## src/rtl/audclk_pkg.sv

```systemverilog
package audclk_pkg;

   typedef enum logic {
      BSEL_LO = 1'b0,
      BSEL_HI = 1'b1
   } bsel_e;

   typedef enum logic [1:0] {
      FSEL_SHORT = 2'd0,
      FSEL_MID   = 2'd1,
      FSEL_LONG  = 2'd2
   } fsel_e;

   function automatic fsel_e fsel_from_code(input logic [1:0] code);
      fsel_e r;
      case (code)
         2'd0:    r = FSEL_SHORT;
         2'd1:    r = FSEL_MID;
         default: r = FSEL_LONG;
      endcase
      return r;
   endfunction

endpackage

```

## src/rtl/audclk_ratio_sel.sv

```systemverilog
module audclk_ratio_sel
   import audclk_pkg::*;
#(
   parameter int RATIO_W = 12,
   parameter int AUTO_HI = 384,
   parameter int AUTO_LO = 192,
   parameter bit AUTO_EN = 1'b1
) (
   input  logic               clk,
   input  logic               rst_n,
   input  logic               load,
   input  logic               auto_sel,
   input  logic [RATIO_W-1:0] ratio,
   input  logic               bdiv_code,
   input  logic [1:0]         fdiv_code,
   output bsel_e              bsel_act,
   output fsel_e              fsel_act
);

   localparam logic [RATIO_W-1:0] HI_V = RATIO_W'(AUTO_HI);
   localparam logic [RATIO_W-1:0] LO_V = RATIO_W'(AUTO_LO);

   if (AUTO_LO >= AUTO_HI) begin : g_bad_thresh
      $error("audclk_ratio_sel: low threshold must be below high threshold");
   end
   if (AUTO_HI >= (1 << RATIO_W)) begin : g_bad_width
      $error("audclk_ratio_sel: ratio width too small for thresholds");
   end

   bsel_e bsel_man, bsel_req;
   fsel_e fsel_man, fsel_req;

   always_comb begin
      bsel_man = bdiv_code ? BSEL_HI : BSEL_LO;
      fsel_man = fsel_from_code(fdiv_code);
   end

   if (AUTO_EN) begin : g_auto
      bsel_e bsel_auto;
      fsel_e fsel_auto;
      always_comb begin
         if (ratio > HI_V) begin
            fsel_auto = FSEL_LONG;
            bsel_auto = BSEL_HI;
         end else begin
            fsel_auto = FSEL_MID;
            bsel_auto = (ratio < LO_V) ? BSEL_LO : BSEL_HI;
         end
         bsel_req = auto_sel ? bsel_auto : bsel_man;
         fsel_req = auto_sel ? fsel_auto : fsel_man;
      end

      a_r3_auto_long: assert property (@(posedge clk) disable iff (!rst_n)
         (load && auto_sel && ratio > HI_V) |=> (fsel_act == FSEL_LONG && bsel_act == BSEL_HI))
         else $error("a_r3_auto_long");
      a_r4_auto_mid: assert property (@(posedge clk) disable iff (!rst_n)
         (load && auto_sel && ratio <= HI_V) |=> (fsel_act == FSEL_MID))
         else $error("a_r4_auto_mid");
   end else begin : g_manual
      always_comb begin
         bsel_req = bsel_man;
         fsel_req = fsel_man;
      end
   end

   always_ff @(posedge clk or negedge rst_n) begin
      if (!rst_n) begin
         bsel_act <= BSEL_LO;
         fsel_act <= FSEL_MID;
      end else if (load) begin
         bsel_act <= bsel_req;
         fsel_act <= fsel_req;
      end
   end

   // the active ratios move only on a load (idle or frame wrap)
   a_r10_hold_between_loads: assert property (@(posedge clk) disable iff (!rst_n)
      !load |=> ($stable(bsel_act) && $stable(fsel_act)))
      else $error("a_r10_hold_between_loads");

endmodule

```

## src/rtl/audclk_bit_timer.sv

```systemverilog
module audclk_bit_timer
   import audclk_pkg::*;
#(
   parameter int BD_LO = 2,
   parameter int BD_HI = 4
) (
   input  logic  clk,
   input  logic  rst_n,
   input  logic  en,
   input  bsel_e bsel,
   output logic  rise_stb,
   output logic  fall_stb,
   output logic  bclk_lvl
);

   localparam int MCNT_W = $clog2(BD_HI);
   localparam logic [MCNT_W-1:0] LO_LAST = MCNT_W'(BD_LO - 1);
   localparam logic [MCNT_W-1:0] LO_MID  = MCNT_W'(BD_LO / 2 - 1);
   localparam logic [MCNT_W-1:0] HI_LAST = MCNT_W'(BD_HI - 1);
   localparam logic [MCNT_W-1:0] HI_MID  = MCNT_W'(BD_HI / 2 - 1);

   if (BD_LO < 2 || (BD_LO % 2) != 0) begin : g_bad_lo
      $error("audclk_bit_timer: low bit ratio must be even and at least 2");
   end
   if (BD_HI <= BD_LO || (BD_HI % 2) != 0) begin : g_bad_hi
      $error("audclk_bit_timer: high bit ratio must be even and above the low one");
   end

   logic [MCNT_W-1:0] mcnt;
   logic [MCNT_W-1:0] last_ph;
   logic [MCNT_W-1:0] mid_ph;

   always_comb begin
      last_ph  = (bsel == BSEL_HI) ? HI_LAST : LO_LAST;
      mid_ph   = (bsel == BSEL_HI) ? HI_MID  : LO_MID;
      rise_stb = en && (mcnt == mid_ph);
      fall_stb = en && (mcnt == last_ph);
   end

   always_ff @(posedge clk or negedge rst_n) begin
      if (!rst_n) begin
         mcnt     <= '0;
         bclk_lvl <= 1'b0;
      end else if (!en) begin
         mcnt     <= '0;
         bclk_lvl <= 1'b0;
      end else begin
         mcnt <= fall_stb ? '0 : mcnt + 1'b1;
         if (rise_stb) begin
            bclk_lvl <= 1'b1;
         end else if (fall_stb) begin
            bclk_lvl <= 1'b0;
         end
      end
   end

   a_r1_high_after_rise: assert property (@(posedge clk) disable iff (!rst_n)
      rise_stb |=> bclk_lvl)
      else $error("a_r1_high_after_rise");
   a_r1_low_after_fall: assert property (@(posedge clk) disable iff (!rst_n)
      fall_stb |=> !bclk_lvl)
      else $error("a_r1_low_after_fall");
   a_r6_strobes_apart: assert property (@(posedge clk) disable iff (!rst_n)
      rise_stb |-> !fall_stb)
      else $error("a_r6_strobes_apart");

endmodule

```

## src/rtl/audclk_frame_timer.sv

```systemverilog
module audclk_frame_timer
   import audclk_pkg::*;
#(
   parameter int FD_S    = 32,
   parameter int FD_M    = 64,
   parameter int FD_L    = 128,
   parameter int WL_A    = 16,
   parameter int WL_B    = 24,
   parameter int WL_C    = 32,
   parameter bit GATE_EN = 1'b1
) (
   input  logic       clk,
   input  logic       rst_n,
   input  logic       en,
   input  fsel_e      fsel,
   input  logic       rise_stb,
   input  logic       fall_stb,
   input  logic [1:0] wsel,
   input  logic       free_run,
   output logic       fclk_lvl,
   output logic       frame_wrap,
   output logic       in_word
);

   localparam int BCNT_W = $clog2(FD_L);
   localparam logic [BCNT_W-1:0] S_LAST = BCNT_W'(FD_S - 1);
   localparam logic [BCNT_W-1:0] M_LAST = BCNT_W'(FD_M - 1);
   localparam logic [BCNT_W-1:0] L_LAST = BCNT_W'(FD_L - 1);
   localparam logic [BCNT_W-1:0] S_HALF = BCNT_W'(FD_S / 2);
   localparam logic [BCNT_W-1:0] M_HALF = BCNT_W'(FD_M / 2);
   localparam logic [BCNT_W-1:0] L_HALF = BCNT_W'(FD_L / 2);

   if (FD_S < 4 || (FD_S & (FD_S - 1)) != 0 || FD_M <= FD_S ||
       (FD_M & (FD_M - 1)) != 0 || FD_L <= FD_M || (FD_L & (FD_L - 1)) != 0) begin : g_bad_fd
      $error("audclk_frame_timer: frame ratios must be rising powers of two");
   end
   if (WL_A > WL_B || WL_B > WL_C || WL_C >= FD_L) begin : g_bad_wl
      $error("audclk_frame_timer: word lengths must rise and stay below the long frame");
   end

   logic [BCNT_W-1:0] bcnt;
   logic [BCNT_W-1:0] last_bit;
   logic [BCNT_W-1:0] half_bit;

   always_comb begin
      case (fsel)
         FSEL_SHORT: begin
            last_bit = S_LAST;
            half_bit = S_HALF;
         end
         FSEL_MID: begin
            last_bit = M_LAST;
            half_bit = M_HALF;
         end
         default: begin
            last_bit = L_LAST;
            half_bit = L_HALF;
         end
      endcase
      frame_wrap = fall_stb && (bcnt == last_bit);
   end

   always_ff @(posedge clk or negedge rst_n) begin
      if (!rst_n) begin
         bcnt     <= '0;
         fclk_lvl <= 1'b0;
      end else if (!en) begin
         bcnt     <= '0;
         fclk_lvl <= 1'b0;
      end else begin
         if (fall_stb) begin
            bcnt <= (bcnt == last_bit) ? '0 : bcnt + 1'b1;
         end
         if (rise_stb) begin
            fclk_lvl <= (bcnt >= half_bit);
         end
      end
   end

   if (GATE_EN) begin : g_gate
      logic [BCNT_W-1:0] slot_pos;
      logic [BCNT_W-1:0] word_bits;
      always_comb begin
         case (wsel)
            2'd0:    word_bits = BCNT_W'(WL_A);
            2'd1:    word_bits = BCNT_W'(WL_B);
            default: word_bits = BCNT_W'(WL_C);
         endcase
         slot_pos = bcnt & (half_bit - 1'b1);
         in_word  = free_run || (slot_pos < word_bits);
      end
   end else begin : g_no_gate
      assign in_word = 1'b1;
   end

   a_r2_count_range: assert property (@(posedge clk) disable iff (!rst_n)
      en |-> (bcnt <= last_bit))
      else $error("a_r2_count_range");
   a_r5_fclk_on_rise_only: assert property (@(posedge clk) disable iff (!rst_n)
      (en && !rise_stb) |=> $stable(fclk_lvl))
      else $error("a_r5_fclk_on_rise_only");
   a_r9_cleared_when_idle: assert property (@(posedge clk) disable iff (!rst_n)
      !en |=> (bcnt == '0 && !fclk_lvl))
      else $error("a_r9_cleared_when_idle");

endmodule

```

## src/rtl/audclk_gen.sv

```systemverilog
module audclk_gen
   import audclk_pkg::*;
#(
   parameter int RATIO_W = 12,
   parameter int BD_LO   = 2,
   parameter int BD_HI   = 4,
   parameter int FD_S    = 32,
   parameter int FD_M    = 64,
   parameter int FD_L    = 128,
   parameter int WL_A    = 16,
   parameter int WL_B    = 24,
   parameter int WL_C    = 32,
   parameter int AUTO_HI = 384,
   parameter int AUTO_LO = 192,
   parameter bit AUTO_EN = 1'b1,
   parameter bit GATE_EN = 1'b1
) (
   input  logic               clk,
   input  logic               rst_n,
   input  logic               enable,
   input  logic               auto_sel,
   input  logic [RATIO_W-1:0] mclk_ratio,
   input  logic               bdiv_code,
   input  logic [1:0]         fdiv_code,
   input  logic [1:0]         wlen_code,
   input  logic               free_run,
   input  logic               bclk_inv,
   input  logic               fclk_inv,
   output logic               bclk,
   output logic               fclk,
   output logic               launch_stb,
   output logic               sample_stb,
   output logic               frame_stb
);

   bsel_e bsel_act;
   fsel_e fsel_act;
   logic  load;
   logic  rise_stb;
   logic  fall_stb;
   logic  bclk_lvl;
   logic  fclk_lvl;
   logic  frame_wrap;
   logic  in_word;

   assign load = !enable || frame_wrap;

   audclk_ratio_sel #(
      .RATIO_W (RATIO_W),
      .AUTO_HI (AUTO_HI),
      .AUTO_LO (AUTO_LO),
      .AUTO_EN (AUTO_EN)
   ) i_ratio_sel (
      .clk       (clk),
      .rst_n     (rst_n),
      .load      (load),
      .auto_sel  (auto_sel),
      .ratio     (mclk_ratio),
      .bdiv_code (bdiv_code),
      .fdiv_code (fdiv_code),
      .bsel_act  (bsel_act),
      .fsel_act  (fsel_act)
   );

   audclk_bit_timer #(
      .BD_LO (BD_LO),
      .BD_HI (BD_HI)
   ) i_bit_timer (
      .clk      (clk),
      .rst_n    (rst_n),
      .en       (enable),
      .bsel     (bsel_act),
      .rise_stb (rise_stb),
      .fall_stb (fall_stb),
      .bclk_lvl (bclk_lvl)
   );

   audclk_frame_timer #(
      .FD_S    (FD_S),
      .FD_M    (FD_M),
      .FD_L    (FD_L),
      .WL_A    (WL_A),
      .WL_B    (WL_B),
      .WL_C    (WL_C),
      .GATE_EN (GATE_EN)
   ) i_frame_timer (
      .clk        (clk),
      .rst_n      (rst_n),
      .en         (enable),
      .fsel       (fsel_act),
      .rise_stb   (rise_stb),
      .fall_stb   (fall_stb),
      .wsel       (wlen_code),
      .free_run   (free_run),
      .fclk_lvl   (fclk_lvl),
      .frame_wrap (frame_wrap),
      .in_word    (in_word)
   );

   // polarity, slot gating and idle parking at the pins
   assign bclk       = bclk_inv ^ (enable & bclk_lvl & in_word);
   assign fclk       = fclk_inv ^ (enable & fclk_lvl);
   assign launch_stb = fall_stb;
   assign sample_stb = rise_stb;
   assign frame_stb  = frame_wrap;

   a_r9_quiet_when_idle: assert property (@(posedge clk) disable iff (!rst_n)
      !enable |-> (!rise_stb && !fall_stb && !frame_wrap))
      else $error("a_r9_quiet_when_idle");
   a_r6_frame_with_launch: assert property (@(posedge clk) disable iff (!rst_n)
      frame_wrap |-> fall_stb)
      else $error("a_r6_frame_with_launch");

endmodule

```

## config.mk

```make
export PLATFORM = sky130hd
export DESIGN_NAME = audclk_gen
export DESIGN_NICKNAME = d
export VERILOG_FILES = /design/src/rtl/audclk_pkg.sv /design/src/rtl/audclk_ratio_sel.sv /design/src/rtl/audclk_bit_timer.sv /design/src/rtl/audclk_frame_timer.sv /design/src/rtl/audclk_gen.sv
export SDC_FILE = /design/constraint.sdc
export NUM_CORES = 1
export LEC_CHECK = 0
export ABC_AREA = 1
export BUFFER_PORTS_ARGS = -buffer_cell sky130_fd_sc_hd__buf_4
export CAP_MARGIN = 20
export CORE_ASPECT_RATIO = 0.9
export CORE_MARGIN = 4
export CORE_UTILIZATION = 55
export DETAILED_ROUTE_END_ITERATION = 16
export GPL_TIMING_DRIVEN = 0
export HOLD_SLACK_MARGIN = 0.15
export PLACE_DENSITY = 0.9
export REMOVE_ABC_BUFFERS = 1
export SETUP_SLACK_MARGIN = 0.05
export SLEW_MARGIN = 20
export SYNTH_ARGS = -nofsm -noshare
export SYNTH_HDL_FRONTEND = slang
export SYNTH_HIERARCHICAL = 1
export SYNTH_SLANG_ARGS = --single-unit
```

## constraint.sdc

```tcl
create_clock -name clk -period 4.95 [get_ports clk]
set_clock_uncertainty 0.05 [all_clocks]
set_input_delay 0.99 -clock clk [delete_from_list [all_inputs] [get_ports clk]]
set_output_delay 0.99 -clock clk [all_outputs]
set_load 0.01 [all_outputs]
```

After elaboration in Yosys (flattened, before gate mapping)
Index checks and enable logic that the tools add are counted.
{"block": "word_totals", "ff_bits": 14, "latch_bits": 0, "ramBits": 0, "rom_bits": 0, "elab_cells": 59, "n_memories": 0}
{"block": "op_classes", "addsub": 3, "multipliers": 0, "div": 0, "magnitude_cmp": 4, "n_eq_ne": 9, "n_shift": 0, "mux": 22, "bitwise": 6, "n_reduce_logical": 9}
{"operator": "7-bit one-hot mux with 2 select lines", "count": 2}
{"operator": "7-bit two-way mux", "count": 3}
{"operator": "12-bit by 9-bit > comparator with 1-bit output (second input constant)", "count": 1}
{"operator": "12-bit by 8-bit less-than comparator with 1-bit output (second input constant)", "count": 1}
{"operator": "6-bit one-hot mux with 2 select lines", "count": 1}
{"operator": "1-bit two-way mux", "count": 10}
{"operator": "2-bit two-way mux", "count": 5}
{"operator": "7-bit by 1-bit adder with 7-bit output (second input constant)", "count": 1}
{"operator": "7-bit AND", "count": 1}
{"operator": "7-bit == test", "count": 1}
{"operator": "7-bit greater-or-equal comparator", "count": 1}
{"operator": "7-bit by 6-bit less-than comparator with 1-bit output", "count": 1}
{"operator": "7-bit by 1-bit subtractor with 7-bit output (second input constant)", "count": 1}
{"operator": "2-bit by 1-bit == test with 1-bit output (second input constant)", "count": 3}
{"operator": "2-bit logical NOT", "count": 3}
{"operator": "2-bit == test", "count": 2}
{"operator": "2-bit by 1-bit != test with 1-bit output (second input constant)", "count": 2}
{"operator": "2-bit one-hot mux with 2 select lines", "count": 1}
{"operator": "1-bit AND", "count": 3}
{"operator": "1-bit logical AND", "count": 3}
{"operator": "3-bit by 1-bit != test with 1-bit output (second input constant)", "count": 1}
{"operator": "2-bit by 1-bit adder with 2-bit output (second input constant)", "count": 1}
{"operator": "1-bit logical OR", "count": 2}
{"operator": "1-bit bitwise XOR", "count": 2}
{"operator": "1-bit logical NOT", "count": 1}

Depth between registers and ports, before layout
{"block": "logic_depth", "depth_word": 8, "mapped_depth": 12, "depth_no_buf": 12}

Cells and area by module
The synthesis kept the hierarchy.
{"mod": "audclk_frame_timer", "instances": 1, "cells_each": 94, "area_each_um2": 698.2}
{"mod": "audclk_ratio_sel", "instances": 1, "cells_each": 43, "area_each_um2": 252.7}
{"mod": "audclk_bit_timer", "instances": 1, "cells_each": 25, "area_each_um2": 171.4}
{"mod": "audclk_gen", "instances": 1, "cells_each": 11, "area_each_um2": 48.8}

Worst setup path after synthesis
No wires, ideal clock.
{"block": "synth_path", "path_type": "input-to-output", "startpoint": "input wlen_code[1]", "endpoint": "output bclk", "arrival_ns": 1.802, "t_required_ns": 3.910, "slack_ns": 2.108, "cell_stages": 8, "path_cell_list": "clkbuf_1 ha_1 a21oi_1 o21ai_0 nand2_1 nand3_1 nand2_1 nand2_1"}
{"block": "synth_between", "elab_chain_cells": 6}
{"item": "start, declared", "line_no": "audclk_gen.sv:25", "text": "input logic [1:0] wlen_code,"}
{"item": "2-bit by 1-bit == test with 1-bit output / 2-bit logical NOT (equally long branches)", "line_no": "audclk_frame_timer.sv:84", "text": "case (wsel)"}
{"item": "6-bit one-hot mux with 2 select lines (*)", "line_no": "audclk_frame_timer.sv:84"}
{"item": "7-bit by 6-bit less-than comparator with 1-bit output (*)", "line_no": "audclk_frame_timer.sv:90", "text": "in_word = free_run || (slot_pos < word_bits);"}
{"item": "1-bit logical OR (*)", "line_no": "audclk_frame_timer.sv:90"}
{"item": "via in_word", "line_no": "audclk_gen.sv:44", "text": "logic in_word;"}
{"item": "1-bit AND (*)", "line_no": "audclk_gen.sv:101", "text": "assign bclk = bclk_inv ^ (enable & bclk_lvl & in_word);"}
{"item": "1-bit bitwise XOR (*)", "line_no": "audclk_gen.sv:101"}
{"item": "end, declared", "line_no": "audclk_gen.sv:29", "text": "output logic bclk,"}
The timed path passes the listed nets; every way through them passes the cells marked *.

Final worst setup path
{"block": "layout_path", "startpoint": "register i_ratio_sel.fsel_act[0]", "endpoint": "output bclk"}
{"block": "layout_between", "elab_chain_cells": 8}
{"item": "start, declared", "line_no": "audclk_ratio_sel.sv:17", "text": "output fsel_e fsel_act"}
{"item": "start signal, assigned", "line_no": "audclk_ratio_sel.sv:72", "text": "fsel_act <= fsel_req;"}
{"item": "2-bit by 1-bit == test with 1-bit output / 2-bit logical NOT (equally long branches)", "line_no": "audclk_frame_timer.sv:46", "text": "case (fsel)"}
{"item": "7-bit one-hot mux with 2 select lines (*)", "line_no": "audclk_frame_timer.sv:46"}
{"item": "7-bit by 1-bit subtractor with 7-bit output (*)", "line_no": "audclk_frame_timer.sv:89", "text": "slot_pos = bcnt & (half_bit - 1'b1);"}
{"item": "7-bit AND (*)", "line_no": "audclk_frame_timer.sv:89"}
{"item": "7-bit by 6-bit less-than comparator with 1-bit output (*)", "line_no": "audclk_frame_timer.sv:90"}
{"item": "1-bit logical OR (*)", "line_no": "audclk_frame_timer.sv:90"}
{"item": "via in_word", "line_no": "audclk_gen.sv:44"}
{"item": "1-bit AND (*)", "line_no": "audclk_gen.sv:101"}
{"item": "1-bit bitwise XOR (*)", "line_no": "audclk_gen.sv:101"}
Marked as above.

==> run_results.csv <==
group,metric,value,unit
setup_path,critPathKind,"register to output pin",
setup_path,arrival,2.15,ns
synth,syn_area_per_cell,6.769,sq um
clocking,root_buffer,"clkbuf_4",
floorplanning,coreArea,0.001971,sq mm
setup_path,start_kind,"register",
final_layout,utilization,71.87,%
flow_run,cap_violations,0,
setup_path,slowest_delay,0.56,ns
synth,synth_cell_types,27,
detailed_routing,drt_iter0_drc,25,
synth,syn_area,0.001171,sq mm
synth,synth.area.top_cells,"dfrtp_1 (28%), nand2_1 (14%), inv_1 (12%)",
synth,synth_top_family_by_area,"simple AND/OR/NAND/NOR gates",
global_route,grt_overflow,0,
detailed_routing,viasPerCell,5.084,
clocking,cts_made_buffers,3,
floorplanning,dieArea,0.002933,sq mm
synth,synth_area_leader_cell,"dfrtp_1",
clocking,cts_tree,"yes",
clocking,htreeDepth,1,
clocking,postCtsSetupRepairBufs,0,
clocking,cts_buffer_depth,2,
clocking,cts-hold-fix-buffers,0,
power,power_switching,82.26,uW
timing,worst_pin_slew,0.2474,ns
power,power,266.4,uW
final_layout,insertedDiodeCount,0,
detailed_routing,drc,0,
placement,io_buffers,28,
setup_path,critPathRequiredTime,3.91,ns
detailed_routing,drt_pre_antenna_iters,4,
detailed_routing,vias,1154,
timing,period_needed,3.192,ns
floorplanning,dieWidth,56.64,um
power,power.density,188.1,mW/mm^2
min_path,hp-class,"register to register",
setup_path,crit_chain,"inv_1, nand2_1, ha_1, nor2_1, ha_1, inv_1, o21ai_0, nand2_1, nand3_1, nand2_1, nand2_1, buf_4",
synth,synth_adder_area_share,9.615,%
synth,synth-async-reset-ratio,100.0,%
synth,synth-xor-area-share,0,%
placement,dp_slack,1.873,ns
timing,hold_violations,0,
synth,synth_compound_area_share,11.22,%
synth,yosysWarnings,6,
final_layout,area_delta_synth_final,20.94,%
power,vdd_drop_max,195.5,uV
run_status,outcome,"completed",
synth,synthCells,173,
setup_path,endpoint_kind,"output pin",
synth,synth_seq_cells,14,
synth,synth_edf_count,0,
floorplanning,rows,15,
synth,synth-simple-area-share,34.72,%
floorplanning,initial_core_util,59.43,%
final_layout,fill_cells,164,
clocking,clkLatencyLatePin,0.28,ns
global_route,grt.total_usage,20.64,%
global_route,grt_pass1_vias,1146,
power,clkPwrFrac,25.7,%
floorplanning,die_h,51.78,um
timing,timing.final.ws_setup,1.758,ns
timing,rsz0062_at_grt,"false",
timing,finalCritPeriodShare,64.49,%
timing,holdWs,0.4770,ns
power,combPwrFrac,26.5,%
power,p_seq_share,47.8,%
final_layout,layout-drive-gt1-share,24.26,%
clocking,cts_sinks,14,
timing,slew_violations,0,
power,switching_share,30.88,%
synth,synth_commonest_cells,"nand2_1 (45), inv_1 (37), nand3_1 (14)",
floorplanning,io_pins,29,
timing,timing.fmax,313.2,MHz
synth,synthMuxAreaShare,0,%
clocking,cts_resized,0,
detailed_routing,drt-total-wl,2.679,mm
synth,yosysMostFrequentCell,"nand2_1",
clocking,clk_pin_slew,0.09,ns
final_layout,nets,236,
detailed_routing,wire_per_inst,11.80,um
timing,relSlewSlack,83.49,%
power,leakage,0.8214,nW
timing,setup_violations,0,
power,intPower,184.2,uW
placement,dp.final_hpwl,2.156,mm
setup_path,cp_common_cell,"nand2_1",
global_route,grt_pass1_wl,4.692,mm
timing,setup-tns-final,0,ns
placement,gp_congestion,0.9413,
setup_path,cp_slowest_cell,"dfstp_2",
setup_path,critPathMaxFanout,4,
detailed_routing,ant_nets,0,
global_route,grt_max_degree,18,
synth,synth-main-ff-cell,"dfrtp_1",
synth,synth_top_cell_area_share,27.78,%
synth,ys_seq_area_share,30.02,%
global_route,antenna_found_initial,0,
## final cells by class
type | instances | area [sq um] | share of cell area (%)
tap | 25 | 31.28 | 2.208
timing repair buffer | 28 | 210.2 | 14.84
inverter | 39 | 146.4 | 10.34
multi-input combinational | 117 | 650.6 | 45.94
sequential | 14 | 351.6 | 24.82
clock buffer | 4 | 26.28 | 1.855
## final timing paths
| path | endpoint | startpoint | depth (start not counted) | slack [ns] |
|---|---|---|---|---|
| worst min-delay path | i_frame_timer/fclk_lvl$_DFFE_PN0P_ | i_frame_timer/fclk_lvl$_DFFE_PN0P_ | 2 | 0.48 |
| worst max-delay path | bclk | i_ratio_sel/fsel_act[0]$_DFFE_PN1P_ | 12 | 1.76 |
| worst min register to register | i_frame_timer/fclk_lvl$_DFFE_PN0P_ | i_frame_timer/fclk_lvl$_DFFE_PN0P_ | 2 | 0.48 |
| min in group asynchronous | i_frame_timer/bcnt[3]$_DFFE_PN0P_ | rst_n | 1 | 0.49 |
| max in group asynchronous | i_ratio_sel/fsel_act[0]$_DFFE_PN1P_ | rst_n | 1 | 4.11 |
| worst max register to register | i_ratio_sel/fsel_act[0]$_DFFE_PN1P_ | i_ratio_sel/fsel_act[1]$_DFFE_PN0P_ | 11 | 3.03 |
## routing by layer
layer	vias to the layer above	global-route usage [%]	share of wire [%]
li1	596	-	-
met1	523	24.46	44
met2	33	37.31	51
met3	2	3.226	5.0
met4	0	8.300	0.49
met5	-	0	0
## cell families after synthesis
group                    after synthesis
AND/OR/NAND/NOR                       86
buffers and inverters                 42
AO/OA/AOI/OAI                         22
flip-flops                            14
adder cells (fa/ha/maj)                9
## power by group through the flow
stage / Combinational [mW] / Clock (mW) / Sequential, mW
after floorplan: 0.0393 / 0 / 0.128
after global placement: 0.0671 / 0 / 0.129
after detailed placement: 0.0701 / 0 / 0.130
after CTS: 0.0707 / 0.0717 / 0.127
after global routing: 0.0807 / 0.0783 / 0.129
final: 0.0706 / 0.0684 / 0.127
## critical path: cells and delay by family, from the launching register on
kind | cells | cell delay, ns
flops | 1 | 0.56
simple gates | 6 | 0.53
fa+ha+maj | 2 | 0.48
buf+inv | 3 | 0.23
compound gates | 1 | 0.07
## placed cells by master, fill, tap and decap left out, drive strengths merged
cell type / Yosys / layout
clkbuf: 1 / 4
nand2: 50 / 50
nand4: 2 / 2
inv: 39 / 39
nor3: 1 / 1
a31o: 1 / 1
ha: 9 / 9
nand3b: 2 / 2
nor2: 16 / 16
dfrtp: 13 / 13
o211ai: 1 / 1
a31oi: 1 / 1
o21ai: 6 / 6
buf: 2 / 28
nand3: 15 / 15
a21oi: 12 / 12
a211oi: 1 / 1
dfstp: 1 / 1
## stage by stage
step	cell area, sq um	instances
after floorplan	1149	170
after global placement	1390	223
after detailed placement	1390	223
final	1416	227
after CTS	1416	227
after global routing	1416	227
## registers in the layout, indices dropped and copies added (netlist names)
register	count
i_frame_timer/bcnt	7
i_bit_timer/mcnt	2
i_bit_timer/bclk_lvl	1
i_frame_timer/fclk_lvl	1
i_ratio_sel/bsel_act	1
i_ratio_sel/fsel_act	2
(Power assumes the default switching activity.)
